===== config.mk =====
export PLATFORM = sky130hd
export DESIGN_NAME = rx_flow_fifo
export DESIGN_NICKNAME = d
export VERILOG_FILES = /design/src/rtl/rxq_pkg.sv /design/src/rtl/rxq_store.sv /design/src/rtl/rxq_ctrl.sv /design/src/rtl/rx_flow_fifo.sv
export SDC_FILE = /design/constraint.sdc
export NUM_CORES = 1
export LEC_CHECK = 0
export BUFFER_PORTS_ARGS = -buffer_cell sky130_fd_sc_hd__buf_2
export CAP_MARGIN = 20
export CORE_MARGIN = 2
export CORE_UTILIZATION = 35
export CTS_BUF_LIST = sky130_fd_sc_hd__clkbuf_16
export CTS_CLUSTER_DIAMETER = 30
export DETAILED_ROUTE_END_ITERATION = 10
export PLACE_DENSITY = 0.47
export SLEW_MARGIN = 20
export SYNTH_ARGS = -nofsm -noshare
export SYNTH_HDL_FRONTEND = slang
export SYNTH_SLANG_ARGS = --single-unit

===== constraint.sdc =====
create_clock -name clk -period 4 [get_ports clk]
set_clock_uncertainty 0.2 [all_clocks]
set_input_delay 0.4 -clock clk [delete_from_list [all_inputs] [get_ports clk]]
set_output_delay 0.4 -clock clk [all_outputs]
set_load 0.005 [all_outputs]

===== src/rtl/rxq_pkg.sv =====
package rxq_pkg;
  localparam int LVL_W  = 6;
  localparam int BYTE_W = 8;

  typedef struct packed {
    logic doWrite;
    logic doPop;
    logic popEmpty;
    logic doClear;
  } rxqStrobes_t;
endpackage


===== src/rtl/rxq_store.sv =====
module rxq_store #(
  parameter int DEPTH = 32
) (
  input  logic                      clk,
  input  logic                      rstN,
  input  rxq_pkg::rxqStrobes_t      strb,
  input  logic [rxq_pkg::BYTE_W-1:0] wrData,
  output logic [rxq_pkg::BYTE_W-1:0] popData
);
  import rxq_pkg::*;
  localparam int PTR_W = (DEPTH > 1) ? $clog2(DEPTH) : 1;
  localparam logic [PTR_W-1:0] LAST = PTR_W'(DEPTH - 1);

  logic [BYTE_W-1:0] mem [DEPTH];
  logic [PTR_W-1:0]  wrPtr;
  logic [PTR_W-1:0]  rdPtr;

  function automatic logic [PTR_W-1:0] bump(input logic [PTR_W-1:0] p);
    return (p == LAST) ? '0 : p + 1'b1;
  endfunction

  always_ff @(posedge clk) begin
    if (strb.doWrite && !strb.doClear) mem[wrPtr] <= wrData;
  end

  always_ff @(posedge clk) begin
    if (!rstN || strb.doClear) begin
      wrPtr <= '0;
      rdPtr <= '0;
    end else begin
      if (strb.doWrite) wrPtr <= bump(wrPtr);
      if (strb.doPop)   rdPtr <= bump(rdPtr);
    end
  end

  always_ff @(posedge clk) begin
    if (!rstN)              popData <= '0;
    else if (strb.doPop)    popData <= mem[rdPtr];
    else if (strb.popEmpty) popData <= '0;
  end
endmodule


===== src/rtl/rxq_ctrl.sv =====
module rxq_ctrl #(
  parameter int DEPTH = 32
) (
  input  logic                       clk,
  input  logic                       rstN,
  input  logic                       wrValid,
  input  logic                       popReq,
  input  logic                       clearReq,
  input  logic                       rtsCtrlEn,
  input  logic                       legacyRts,
  input  logic [rxq_pkg::LVL_W-1:0]  hiThresh,
  input  logic [rxq_pkg::LVL_W-1:0]  loThresh,
  output rxq_pkg::rxqStrobes_t       strb,
  output logic [rxq_pkg::LVL_W-1:0]  level,
  output logic                       flagEmpty,
  output logic                       flagFull,
  output logic                       flagThrHi,
  output logic                       flagThrLo,
  output logic                       ptrErr,
  output logic                       rtsOut
);
  import rxq_pkg::*;
  localparam logic [LVL_W-1:0] FULL_LVL = LVL_W'(DEPTH);

  logic accWr, accPop, errWr, errPop;
  logic rtsHeld, rtsNow;

  assign flagEmpty = (level == '0);
  assign flagFull  = (level == FULL_LVL);
  assign flagThrHi = (level >= hiThresh);
  assign flagThrLo = (level <= loThresh);

  always_comb begin
    accWr  = wrValid && (!flagFull || popReq) && !clearReq;
    accPop = popReq && !flagEmpty && !clearReq;
    errPop = popReq && flagEmpty && !clearReq;
    errWr  = wrValid && flagFull && !popReq && !clearReq;
    strb.doWrite  = accWr;
    strb.doPop    = accPop;
    strb.popEmpty = errPop;
    strb.doClear  = clearReq;
  end

  always_ff @(posedge clk) begin
    if (!rstN || clearReq) level <= '0;
    else if (accWr && !accPop) level <= level + 1'b1;
    else if (accPop && !accWr) level <= level - 1'b1;
  end

  always_ff @(posedge clk) begin
    if (!rstN || clearReq)  ptrErr <= 1'b0;
    else if (errWr || errPop) ptrErr <= 1'b1;
  end

  always_comb begin
    if (flagThrHi)      rtsNow = 1'b1;
    else if (flagThrLo) rtsNow = 1'b0;
    else                rtsNow = rtsHeld;
  end

  always_ff @(posedge clk) begin
    if (!rstN || clearReq) rtsHeld <= 1'b0;
    else                   rtsHeld <= rtsNow;
  end

  assign rtsOut = rtsCtrlEn ? rtsNow : legacyRts;
endmodule


===== src/rtl/rx_flow_fifo.sv =====
module rx_flow_fifo #(
  parameter int DEPTH = 32
) (
  input  logic       clk,
  input  logic       rstN,
  input  logic       wrValid,
  input  logic [7:0] wrData,
  input  logic       popReq,
  input  logic       clearReq,
  input  logic       rtsCtrlEn,
  input  logic       legacyRts,
  input  logic [5:0] hiThresh,
  input  logic [5:0] loThresh,
  output logic [7:0] popData,
  output logic [5:0] level,
  output logic       flagEmpty,
  output logic       flagFull,
  output logic       flagThrHi,
  output logic       flagThrLo,
  output logic       ptrErr,
  output logic       rtsOut
);
  rxq_pkg::rxqStrobes_t strb;

  rxq_ctrl #(.DEPTH(DEPTH)) ctrl_i (
    .clk(clk), .rstN(rstN), .wrValid(wrValid), .popReq(popReq),
    .clearReq(clearReq), .rtsCtrlEn(rtsCtrlEn), .legacyRts(legacyRts),
    .hiThresh(hiThresh), .loThresh(loThresh), .strb(strb), .level(level),
    .flagEmpty(flagEmpty), .flagFull(flagFull), .flagThrHi(flagThrHi),
    .flagThrLo(flagThrLo), .ptrErr(ptrErr), .rtsOut(rtsOut)
  );

  rxq_store #(.DEPTH(DEPTH)) store_i (
    .clk(clk), .rstN(rstN), .strb(strb), .wrData(wrData), .popData(popData)
  );
endmodule


==> impl_results.md <==
- Data arrival, critical path: 3960 ps
- Total routed wirelength: 30.5 mm
- RSZ-0062 raised after global routing: false
- Total grt overflow: 0
- Die height: 190 µm
- Register area: 8310 µm²
- Hpwl dp: 19.3 mm
- Slew headroom: 32.5%
- Htree depth: 3
- Dominant cell type by area after synthesis: edfxtp_1
- Worst-path fanout max: 8
- Initial antenna violation count: 1
- Number of max-cap violations: 0
- P&R area growth vs syn: 24.6%
- Cells on worst reg2reg path: 11
- Crit. End Element: flop
- Nets@finish: 932
- Post-synthesis sequential area ratio: 68.9%
- Mapped Area: 12100 µm²
- Placed Cells: 1254
- Hold Crit Class: in2reg
- Drt wl/cell: 22.1 µm
- Average size of a mapped cell: 15.3 µm²
- Element type at the critical path start: flop
- Final max-slew violation count: 0
- Pwr dens: 594 nW/µm²
- Total power: 8930 µW
- Area occupied by multi-input gates: 3450 µm²
- Finished Layout Cells: 1383
- Synth cell types: 60
- Detailed-route via count: 7240
- EDFF count, synth: 256
- Clock buffer count from CTS: 70
- Reg-to-Reg Start: ctrl_i.level[2]
- Synth area leaders: edfxtp_1 (64%), mux2i_1 (5.9%), dfxtp_1 (5.1%)
- Top cells by count, synth: edfxtp_1 (256), mux2i_1 (71), nor2_1 (56)
- P_leak: 0.00510 µW
- Yosys top cell area share: 63.7%
- Status: finished, final reports clean
- Crit path kind: reg2reg
- Number of global-route vias before repair: 7669
- Syn Nets: 841
- Dominant synthesized flop cell: edfxtp_1
- Final Hold Violating Endpoints: 0
- DIE AREA: 36000 µm²
- Initial Util: 35.8%
- CTS tree: built
- Most common cell in the netlist: edfxtp_1
- Crit path required time: 4250 ps
- # setup viols final: 0
- First-pass GRT wire length: 46.4 mm
- Clk root buf: clkbuf_16
- Ant diodes: 0
- Setup_tns: 0 ps
- Hold path depth: 4
- Port Buffers: 46
- Core area: 33700 µm²
- Detailed-route DRC error count: 0
- Hold Startpoint: wrValid
- Die Width: 190 µm
- Yosys Warn Count: 0
- Largest net degree at the start of global routing: 67
- Post-synthesis sequential element count: 287
- Clock sinks: 287
- Routability cong.: 0.869
- Fin crit share: 92.6%
- Worst vdd ir: 298 µV
- CTS max path bufs: 3
- First-pass iteration count of the detailed router: 7
- Minimum clock period: 3700 ps
- Hold endpoint: ctrl_i.ptrErr
- Worst-path clk slew: 40 ps
- Register-to-register setup slack: 300 ps
- Initial DRC Count: 476
- Clk_lat worst skew: 560 ps
- Slew @ Worst Pin: 1010 ps
- Cells after Synth: 788
- GR Util All Layers: 17.3%
- Ys async rst share: 0%
- Post-CTS Resized: 0
- Fmax: 270 MHz
- DR vias/cell: 5.23
- Fillers: 2969
- Top Ports: 47
- Antenna viol nets, final: 0
- Core Rows: 67
- Critical R2R Capture: ctrl_i.level[4]
- Share of layout cells above drive strength 1: 23.7%
placed cells by master, fill, tap and decap left out, drive strengths merged, types with 25 or more instances in the layout:
| cell | synthesis | layout |
|---|---|---|
| ha | 25 | 25 |
| inv | 20 | 43 |
| nor2 | 56 | 56 |
| mux2 | 33 | 33 |
| mux2i | 71 | 71 |
| clkbuf | 15 | 71 |
| nand2 | 31 | 31 |
| dfxtp | 31 | 31 |
| buf | 29 | 62 |
| edfxtp | 256 | 256 |
registers in the layout (all words and copies together), names as in the netlist, named ones only:
signal           count
ctrl_i.level         6
ctrl_i.ptrErr        1
store_i.rdPtr        5
ctrl_i.rtsHeld       1
store_i.wrPtr        5
store_i.popData      8
store_i.mem        256
per-stage QoR:
step	setup slack [ps]	utilization [%]	hold WS (ps)	area, µm²
3_3_place_gp	512	37.8	287	12700
3_5_place_dp	348	37.8	314	12700
6_report	295	44.6	87.1	15000
5_1_grt	134	44.6	115	15000
2_1_floorplan	568	-	264	12100
4_1_cts	310	44.6	70.2	15000
cell type report:
cell class | count | share of cell area, %
clock buffers | 71 | 11.8
clock inverters | 57 | 3.35
inverters | 20 | 0.499
multi-input cells | 437 | 22.9
flip-flops and latches | 287 | 55.3
well taps | 448 | 3.73
repair buffers | 63 | 2.40
routing by layer:
metal  global-route usage, %  part of all wire, %  up-vias  wire length [µm]
met5                       0                    0        -                 0
met4                    7.45                  2.7        0               825
met3                    3.91                  5.0       56              1540
met2                    27.8                   47      213             14400
met1                    22.6                   45     3679             13700
li1                        -                    -     3292                 -
worst max path at each step:
stage                     depth (start not counted)  slack, ps              end             from
after floorplan                                  12        570  ctrl_i.level[4]  ctrl_i.level[1]
after global placement                           11        510  ctrl_i.level[4]  ctrl_i.level[1]
after detailed placement                         11        350  ctrl_i.level[4]  ctrl_i.level[2]
after CTS                                        11        310  ctrl_i.level[4]  ctrl_i.level[2]
after global routing                             11        130  ctrl_i.level[4]  ctrl_i.level[2]
final                                            11        300  ctrl_i.level[4]  ctrl_i.level[2]
cell families (layout without fill, tap and decap cells):
kind of cell               Yosys count  in the layout  synth area share [%]
xor gates and xnor gates             3              3                 0.280
and+or+nand+nor                    153            153                  6.18
muxes                              114            114                  10.8
adders and majority gates           26             26                  2.76
buffers and inverters               64            211                  2.57
DFF                                287            287                  68.9
AOI/OAI and AO/OA                  141            141                  8.51
power by group:
group          switching, µW  internal, µW  leakage, µW
clock                   1710          3620      0.00116
sequential              22.4          3290      0.00256
combinational            186           104      0.00138
total                   1920          7010      0.00510
what timing repair did:
action	CTS	global route
hold buffers	1	0
setup buffers	0	0
endpoints found under the hold margin	1	0
critical path: stages (launching register included):
cell and delay (ps):
dfxtp_1 390, or4_1 680, o41ai_4 280, nor2_1 130, ha_1 280, inv_1 230, ha_1 300, nor2b_1 150
o21a_1 180, o21ai_0 150, or3b_2 470, a21oi_1 160
Note: power is estimated with default switching activity, not from simulation.
